`src/rtl/pal_window_pkg.sv`:
```
package pal_window_pkg;

  localparam int unsigned IDX_W = 13;
  localparam int unsigned CH_W  = 8;
  localparam int unsigned POS_W = 16;

  typedef logic [POS_W-1:0] pos_t;

  typedef struct packed {
    pos_t left;
    pos_t right;
    pos_t top;
    pos_t bottom;
  } clip_t;

  typedef struct packed {
    logic [CH_W-1:0] r;
    logic [CH_W-1:0] g;
    logic [CH_W-1:0] b;
  } rgb_t;

endpackage

```
`src/rtl/pal_clip_shadow.sv`:
```
module pal_clip_shadow
  import pal_window_pkg::*;
(
  input  logic  clk,
  input  logic  rst,
  input  logic  line_start_i,
  input  clip_t live_i,
  output clip_t eff_o
);

  clip_t shadow_q;

  always_ff @(posedge clk) begin
    if (rst) begin
      shadow_q <= '0;
    end else if (line_start_i) begin
      shadow_q <= live_i;
    end
  end

  // the pixel that arrives with the line-start pulse already sees the new edges
  assign eff_o = line_start_i ? live_i : shadow_q;


  shadow_load_chk: assert property (@(posedge clk) disable iff (rst)
    line_start_i |=> (shadow_q == $past(live_i)));


  shadow_hold_chk: assert property (@(posedge clk) disable iff (rst)
    !line_start_i |=> $stable(shadow_q));

endmodule

```
`src/rtl/pal_window_cmp.sv`:
```
module pal_window_cmp
  import pal_window_pkg::*;
(
  input  logic  clk,
  input  logic  rst,
  input  logic  valid_i,
  input  pos_t  x_i,
  input  pos_t  y_i,
  input  clip_t clip_i,
  output logic  valid_o,
  output logic  vis_o
);

  logic in_x, in_y;
  logic empty_win;

  assign in_x = (x_i >= clip_i.left) && (x_i < clip_i.right);
  assign in_y = (y_i >= clip_i.top)  && (y_i < clip_i.bottom);

  // only used by the checker below
  assign empty_win = (clip_i.left >= clip_i.right) || (clip_i.top >= clip_i.bottom);

  always_ff @(posedge clk) begin
    if (rst) begin
      valid_o <= 1'b0;
      vis_o   <= 1'b0;
    end else begin
      valid_o <= valid_i;
      vis_o   <= valid_i && in_x && in_y;
    end
  end


  empty_window_chk: assert property (@(posedge clk) disable iff (rst)
    empty_win |=> !vis_o);


  vis_needs_valid_chk: assert property (@(posedge clk) disable iff (rst)
    vis_o |-> valid_o);

endmodule

```
`src/rtl/pal_delay_line.sv`:
```
module pal_delay_line #(
  parameter int unsigned WIDTH = 2,
  parameter int unsigned DEPTH = 2
) (
  input  logic             clk,
  input  logic             rst,
  input  logic [WIDTH-1:0] d_i,
  output logic [WIDTH-1:0] q_o
);

  generate
    if (DEPTH == 0) begin : g_pass
      assign q_o = d_i;
    end else begin : g_pipe
      logic [WIDTH-1:0] st_q [DEPTH];

      always_ff @(posedge clk) begin
        if (rst) begin
          for (int i = 0; i < DEPTH; i++) st_q[i] <= '0;
        end else begin
          st_q[0] <= d_i;
          for (int i = 1; i < DEPTH; i++) st_q[i] <= st_q[i-1];
        end
      end

      assign q_o = st_q[DEPTH-1];
    end
  endgenerate

endmodule

```
`src/rtl/pal_window_out.sv`:
```
module pal_window_out
  import pal_window_pkg::*;
#(
  parameter int unsigned RD_LAT = 2
) (
  input  logic             clk,
  input  logic             rst,
  input  logic             pix_valid_i,
  input  logic [IDX_W-1:0] color_idx_i,
  input  logic [POS_W-1:0] beam_x_i,
  input  logic [POS_W-1:0] beam_y_i,
  input  logic             line_start_i,
  input  logic [POS_W-1:0] clip_left_i,
  input  logic [POS_W-1:0] clip_right_i,
  input  logic [POS_W-1:0] clip_top_i,
  input  logic [POS_W-1:0] clip_bottom_i,
  output logic [IDX_W-1:0] pal_addr_o,
  input  logic [CH_W-1:0]  pal_r_i,
  input  logic [CH_W-1:0]  pal_g_i,
  input  logic [CH_W-1:0]  pal_b_i,
  output logic             pix_valid_o,
  output logic [CH_W-1:0]  red_o,
  output logic [CH_W-1:0]  green_o,
  output logic [CH_W-1:0]  blue_o
);

  localparam int unsigned FLAG_W = 2;

  clip_t live_clip, eff_clip;
  logic  cmp_valid, cmp_vis;
  logic [FLAG_W-1:0] flag_dly;
  logic [IDX_W-1:0]  addr_q;
  rgb_t  out_q;
  logic  valid_q;

  assign live_clip = '{left: clip_left_i, right: clip_right_i,
                       top: clip_top_i, bottom: clip_bottom_i};

  pal_clip_shadow u_shadow (
    .clk          (clk),
    .rst          (rst),
    .line_start_i (line_start_i),
    .live_i       (live_clip),
    .eff_o        (eff_clip)
  );

  pal_window_cmp u_cmp (
    .clk     (clk),
    .rst     (rst),
    .valid_i (pix_valid_i),
    .x_i     (beam_x_i),
    .y_i     (beam_y_i),
    .clip_i  (eff_clip),
    .valid_o (cmp_valid),
    .vis_o   (cmp_vis)
  );

  // address register launches the palette read in step with the window decision
  always_ff @(posedge clk) begin
    addr_q <= color_idx_i;
  end
  assign pal_addr_o = addr_q;

  pal_delay_line #(
    .WIDTH (FLAG_W),
    .DEPTH (RD_LAT)
  ) u_align (
    .clk (clk),
    .rst (rst),
    .d_i ({cmp_valid, cmp_vis}),
    .q_o (flag_dly)
  );

  always_ff @(posedge clk) begin
    if (rst) begin
      valid_q <= 1'b0;
      out_q   <= '0;
    end else begin
      valid_q <= flag_dly[1];
      out_q   <= flag_dly[0] ? rgb_t'{r: pal_r_i, g: pal_g_i, b: pal_b_i} : rgb_t'('0);
    end
  end

  assign pix_valid_o = valid_q;
  assign red_o       = out_q.r;
  assign green_o     = out_q.g;
  assign blue_o      = out_q.b;


  addr_follow_chk: assert property (@(posedge clk) disable iff (rst)
    1'b1 |=> (pal_addr_o == $past(color_idx_i)));


  idle_black_chk: assert property (@(posedge clk) disable iff (rst)
    !pix_valid_o |-> (red_o == '0 && green_o == '0 && blue_o == '0));


  reset_clear_chk: assert property (@(posedge clk)
    rst |=> (!pix_valid_o && red_o == '0 && green_o == '0 && blue_o == '0));

endmodule

```
`config.mk`:
```
export PLATFORM = sky130hd
export DESIGN_NAME = pal_window_out
export DESIGN_NICKNAME = d
export VERILOG_FILES = /design/src/rtl/pal_window_pkg.sv /design/src/rtl/pal_clip_shadow.sv /design/src/rtl/pal_window_cmp.sv /design/src/rtl/pal_delay_line.sv /design/src/rtl/pal_window_out.sv
export SDC_FILE = /design/constraint.sdc
export NUM_CORES = 1
export LEC_CHECK = 0
export CORE_MARGIN = 4
export CORE_UTILIZATION = 54
export DETAILED_ROUTE_END_ITERATION = 10
export DONT_BUFFER_PORTS = 1
export GPL_TIMING_DRIVEN = 1
export HOLD_SLACK_MARGIN = 0.15
export PLACE_DENSITY = 0.66
export SLEW_MARGIN = 20
export SYNTH_ARGS = -nofsm -noshare
export SYNTH_HDL_FRONTEND = slang
export SYNTH_HIERARCHICAL = 1
export SYNTH_SLANG_ARGS = --single-unit
```
`constraint.sdc`:
```
create_clock -name clk -period 3.32 [get_ports clk]
set_input_delay 0.498 -clock clk [delete_from_list [all_inputs] [get_ports clk]]
set_output_delay 0.498 -clock clk [all_outputs]
set_load 0.01 [all_outputs]
```
==> results.tsv, run 1 <==
metric	value	unit
outcome	complete, no violations	
maxCapViolations	0	
cts_buffers	9	
num_vias	3351	
final_nets	706	
cp-start-kind	flop	
die_h	109	um
cts_num_sinks	108	
grt_pass1_wl	16.9	mm
fmax	479	MHz
grt_setup_unrepaired	no	
yosys_warnings	6	
syn_nets	701	
synth.distinct_cells	38	
nFillCells	820	
ios	175	
ant_nets	0	
top_layer_used	met5	
synth_area	5530	um^2
yosysTopAreaCell	dfxtp_1	
cts-root-buf	clkbuf_8	
min_period	2.09	ns
grt_pass1_vias	3497	
antenna_cells	0	
cts.path.max_buffers	2	
wl_met3	1.12	mm
whs	0.200	ns
setup_violations	0	
netlist_instances	502	
gp_congestion	0.791	
wire_per_inst	16.7	um
ir_worst_vdd	0.276	mV
endpoint_kind	flop	
post_drt_via_cell_ratio	5.20	
worstMarginPinSlew	0.609	ns
hold_viol	0	
fp.dieW	109	um
post_cts_resized	0	
drt-met1-wl	4.21	mm
ys_seq_elements	108	
rows	36	
final_max_slew_viol_count	0	
final.period_utilization	62.9	%
gr-total-overflow	0	
ys_seq_area_share	39.1	%
hpwl	7.91	mm
crit_fanout	3	
tns	0	ns
async_reset_ff_share	0	%
track_usage	18.2	%
dpl_cell_area	5550	um^2
synth_top_area_share	39.1	%
wirelength	10.8	mm
core_area	9860	um^2
grt_start_max_net_pins	95	
clk-insertion-delay-late	0.38	ns
slew-limit-headroom	59.3	%
route.detailed.drc	0	
antenna_found_initial	1	
ys_top_cells_by_count	dfxtp_1, nor2b_1, inv_1	
power.total	2.70	mW
synthTopCellsByArea	dfxtp_1, mux2_4, ha_1	
cts_tree	done	
die-area	11900	um^2
portBuffers	0	
skew	0.0102	ns
stdcell_area	5930	um^2
synth_edf_count	0	
worstPathArrival	2.37	ns
yosys_most_used_dff	dfxtp_1	
dr.pass1.iters	6	
path_class	flop to flop	
hp-class	primary input to flop	
syn2layout_area_growth	7.19	%
required	3.60	ns
first_iter_violations	77	
htreeDepth	3	
routed-wl-met2	5.29	mm
drive_above_1_share	17.8	%
clk_pin_slew	0.11	ns
power.density	456	nW/um^2
p_leak	2.77	nW
synth_most_common_cell	dfxtp_1	
initial_core_util	56.1	%
avgSynthCellArea	11.0	um^2
## power by group
| part | total [mW] | leakage [nW] | internal, mW | switching (mW) |
|---|---|---|---|---|
| registers | 1.37 | 0.889 | 1.35 | 0.0206 |
| logic | 0.405 | 1.77 | 0.240 | 0.165 |
| clock network | 0.927 | 0.117 | 0.445 | 0.482 |
| total | 2.70 | 2.77 | 2.04 | 0.667 |
## stage by stage
stage	std cells	setup WS [ns]	util (%)
6_report	645	1.23	60.1
5_1_grt	645	1.11	60.1
4_1_cts	644	1.22	60.0
3_5_place_dp	615	0.974	56.2
3_3_place_gp	615	1.02	56.2
2_1_floorplan	502	0.838	-
## layout by cell type (no fill, tap or decap), types with 2 or more instances in the layout
cell / netlist / final
nand3_1: 2 / 2
o21ai_0: 9 / 9
o21a_1: 4 / 4
nor3_1: 2 / 2
nand2b_1: 3 / 3
and4_1: 2 / 2
dlygate4sd3_1: 0 / 14
and3b_1: 21 / 21
and3b_2: 3 / 3
nor2b_1: 71 / 71
dfxtp_1: 108 / 108
a21o_1: 2 / 2
nor2_1: 8 / 8
mux2_4: 60 / 60
inv_1: 63 / 63
nand2_1: 13 / 13
a211oi_1: 2 / 2
clkinv_8: 0 / 2
nand2b_4: 2 / 2
clkbuf_8: 0 / 9
a2111oi_4: 3 / 3
ha_1: 62 / 62
bufinv_16: 0 / 2
mux2_2: 4 / 4
nand4_1: 5 / 5
a21oi_1: 20 / 20
o2111ai_1: 2 / 2
## area by class of cell
class	instances	area, um^2	share of cell area, %
inverter	63	236	3.99
sequential	108	2160	36.5
tap	133	166	2.81
clock buffer	9	124	2.09
timing repair buffer	14	140	2.36
multi-input combinational	311	2980	50.3
clock inverter	7	120	2.03
## logic make-up after synthesis
group	Yosys count	share of synthesized area (%)
muxes	64	17.1
DFF	108	39.1
and+or+nand+nor	136	16.0
AOI/OAI and AO/OA	49	6.72
buffers and inverters	83	7.03
adders and majority gates	62	14.0
## routing by layer
metal	up-vias	global-route usage (%)
li1	1687	-
met1	1545	20.1
met2	98	30.7
met3	19	8.82
met4	2	5.97
met5	-	0
## sequential cells by signal (all words and copies together), names as in the netlist
register             count
red_o                    8
green_o                  8
u_shadow/shadow_q       64
u_cmp/valid_o            1
pal_addr_o              13
pix_valid_o              1
u_align/g_pipe.st_q      4
u_cmp/vis_o              1
blue_o                   8
## worst max-delay path, cell delays in order, from the launching register on
cell and delay, ns:
dfxtp_1 0.32, mux2_4 0.14, inv_1 0.05, ha_1 0.32, nand4_1 0.15, nor4b_1 0.45, nand3b_1 0.16, o211a_1 0.17
nor4_2 0.25
## path summary, 6_finish.rpt
path                             startpoint                         to  slack [ns]  cells after the start
hold reg to reg   u_align/g_pipe.st_q[0][1]  u_align/g_pipe.st_q[0][3]        0.44                      1
setup / recovery      u_shadow/shadow_q[62]                u_cmp/vis_o        1.23                      8
hold / removal                          rst      u_shadow/shadow_q[18]        0.20                      1
setup reg to reg      u_shadow/shadow_q[62]                u_cmp/vis_o        1.23                      8
## what timing repair did
item,4_1_cts,5_1_grt
setup buffers,0,0
hold endpoints to repair,13,12
hold buffers,13,1
(Power assumes the default switching activity.)
==> run 2: changes to the inputs <==
- ABC_AREA: unset -> 1
- clock period: 3.32 -> 2 ns (I/O delays scaled with it)
==> run 2 against run 1 <==
Against the previous run: sequential cell count stayed put; global-route usage rose by 1.9 points; via count is 47% higher; register-to-register slack lost 0.81 ns; largest cell class unchanged; largest power group unchanged.
==> results.tsv, run 2 <==
metric	value	unit
setup_violations	0	
syn_nets	1113	
layout_common_cells	inv_1, nand2_1, dfxtp_1	
skew	0.0160	ns
final.period_utilization	88.3	%
drive_above_1_share	5.11	%
cts.path.max_buffers	2	
grt_pass1_wl	20.9	mm
final_cells	1139	
num_vias	4934	
post-cts-setup-buffers	0	
grt_pass1_vias	4724	
path_class	primary input to flop	
endpoint_kind	flop	
yosys_warnings	6	
clk-insertion-delay-late	0.38	ns
cts_tree	done	
slew-limit-headroom	73.1	%
cts_num_sinks	108	
final_common_cell	inv_1	
final_max_slew_viol_count	0	
htreeDepth	3	
dr.pass1.iters	4	
cts_buffers	9	
power.total	4.49	mW
final_nets	1193	
dpl_cell_area	6030	um^2
antenna_found_initial	0	
portBuffers	0	
first_iter_violations	203	
stdcell_area	7130	um^2
grt_start_max_net_pins	71	
cts-root-buf	clkbuf_8	
post-place-cells	1034	
hp-class	primary input to flop	
worstPathArrival	2.10	ns
required	2.33	ns
routed-wl-met2	6.16	mm
fp.dieW	114	um
tns	0	ns
outcome	complete, no violations	
ys_top_cells_by_count	inv_1, nand2_1, dfxtp_1	
post_drt_via_cell_ratio	4.33	
worstMarginPinSlew	0.403	ns
crit_fanout	21	
ys_seq_elements	108	
gr-total-overflow	0	
clk_pin_slew	0.11	ns
rows	38	
track_usage	20.1	%
synth_most_common_cell	inv_1	
post-route-util	65.5	%
syn2layout_area_growth	18.6	%
wirelength	12.6	mm
hpwl	8.81	mm
gp_congestion	0.814	
maxCapViolations	0	
ant_nets	0	
synth.distinct_cells	27	
avgSynthCellArea	6.58	um^2
fmax	567	MHz
synthTopCellsByArea	dfxtp_1, inv_1, nand2_1	
power.density	629	nW/um^2
ys_seq_area_share	35.9	%
wl_met3	800	um
wire_per_inst	11.1	um
ios	175	
synth_edf_count	0	
async_reset_ff_share	0	%
yosys_most_used_dff	dfxtp_1	
grt_setup_unrepaired	no	
cp-start-kind	primary input	
netlist_instances	914	
largest_register	u_shadow/shadow_q	
die-area	12900	um^2
drt-met1-wl	5.44	mm
yosysTopAreaCell	dfxtp_1	
initial_core_util	55.3	%
p_leak	4.29	nW
hold_viol	0	
core_area	10900	um^2
synth_area	6020	um^2
largest_reg_flops	64	
synth_top_area_share	35.9	%
min_period	1.77	ns
antenna_cells	0	
die_h	114	um
top_layer_used	met4	
ir_worst_vdd	0.534	mV
route.detailed.drc	0	
## run 2: critical path, cell delays in order
cell           delay [ns]
nand2_1              0.07
dlygate4sd3_1        0.57
nand2_1              0.07
inv_1                0.05
inv_1                0.04
ha_1                 0.28
a21oi_1              0.18
nor2_1               0.08
nor2_1               0.12
nand3_1              0.09
nor2_1               0.09
nand2_1              0.07
nor2_2               0.09
## run 2: cell type report
| type | instances | area [um^2] |
|---|---|---|
| inverters | 303 | 1140 |
| multi-input cells | 479 | 2510 |
| fillers | 1036 | 3750 |
| repair buffers | 93 | 961 |
| flip-flops and latches | 108 | 2160 |
| clock inverters | 5 | 41.3 |
| well taps | 140 | 175 |
| clock buffers | 11 | 141 |
## run 2: kinds of logic (layout without fill, tap and decap cells)
family	after synthesis	in the layout	synth area share, %
and+or+nand+nor	385	385	26.0
buffers and inverters	327	412	22.3
DFF	108	108	35.9
adders and majority gates	62	62	12.9
AOI/OAI and AO/OA	32	32	2.89
## run 2: metal layers
layer	GRT usage, %	up-vias
li1	-	2712
met1	23.8	2103
met2	34.7	104
met3	5.09	15
met4	7.85	0
met5	0	-
## run 2: final timing paths
kind              cells after the start                      start  slack (ns)                         to
setup / recovery                     13               line_start_i        0.23                u_cmp/vis_o
hold / removal                        4            clip_right_i[9]        0.16      u_shadow/shadow_q[41]
setup reg to reg                     13      u_shadow/shadow_q[13]        0.42                u_cmp/vis_o
hold reg to reg                       2  u_align/g_pipe.st_q[0][1]        0.41  u_align/g_pipe.st_q[0][3]
## run 2: where the power goes
| group | total (mW) | switching, mW | internal, mW |
|---|---|---|---|
| Combinational | 0.921 | 0.502 | 0.419 |
| Sequential | 2.29 | 0.0345 | 2.26 |
| Clock | 1.27 | 0.772 | 0.502 |
## run 2: metrics by stage
stage               worst slack [ns]  hold slack [ns]
finish                         0.235            0.164
global route                   0.158            0.154
CTS                            0.299            0.151
detailed placement             0.144            0.328
global placement               0.171            0.328
floorplan                      0.276            0.328
## run 2: what timing repair did
| action | in CTS | in global routing |
|---|---|---|
| endpoints found under the hold margin | 107 | 0 |
| hold buffers | 89 | 0 |
| gates resized for setup | 0 | 0 |
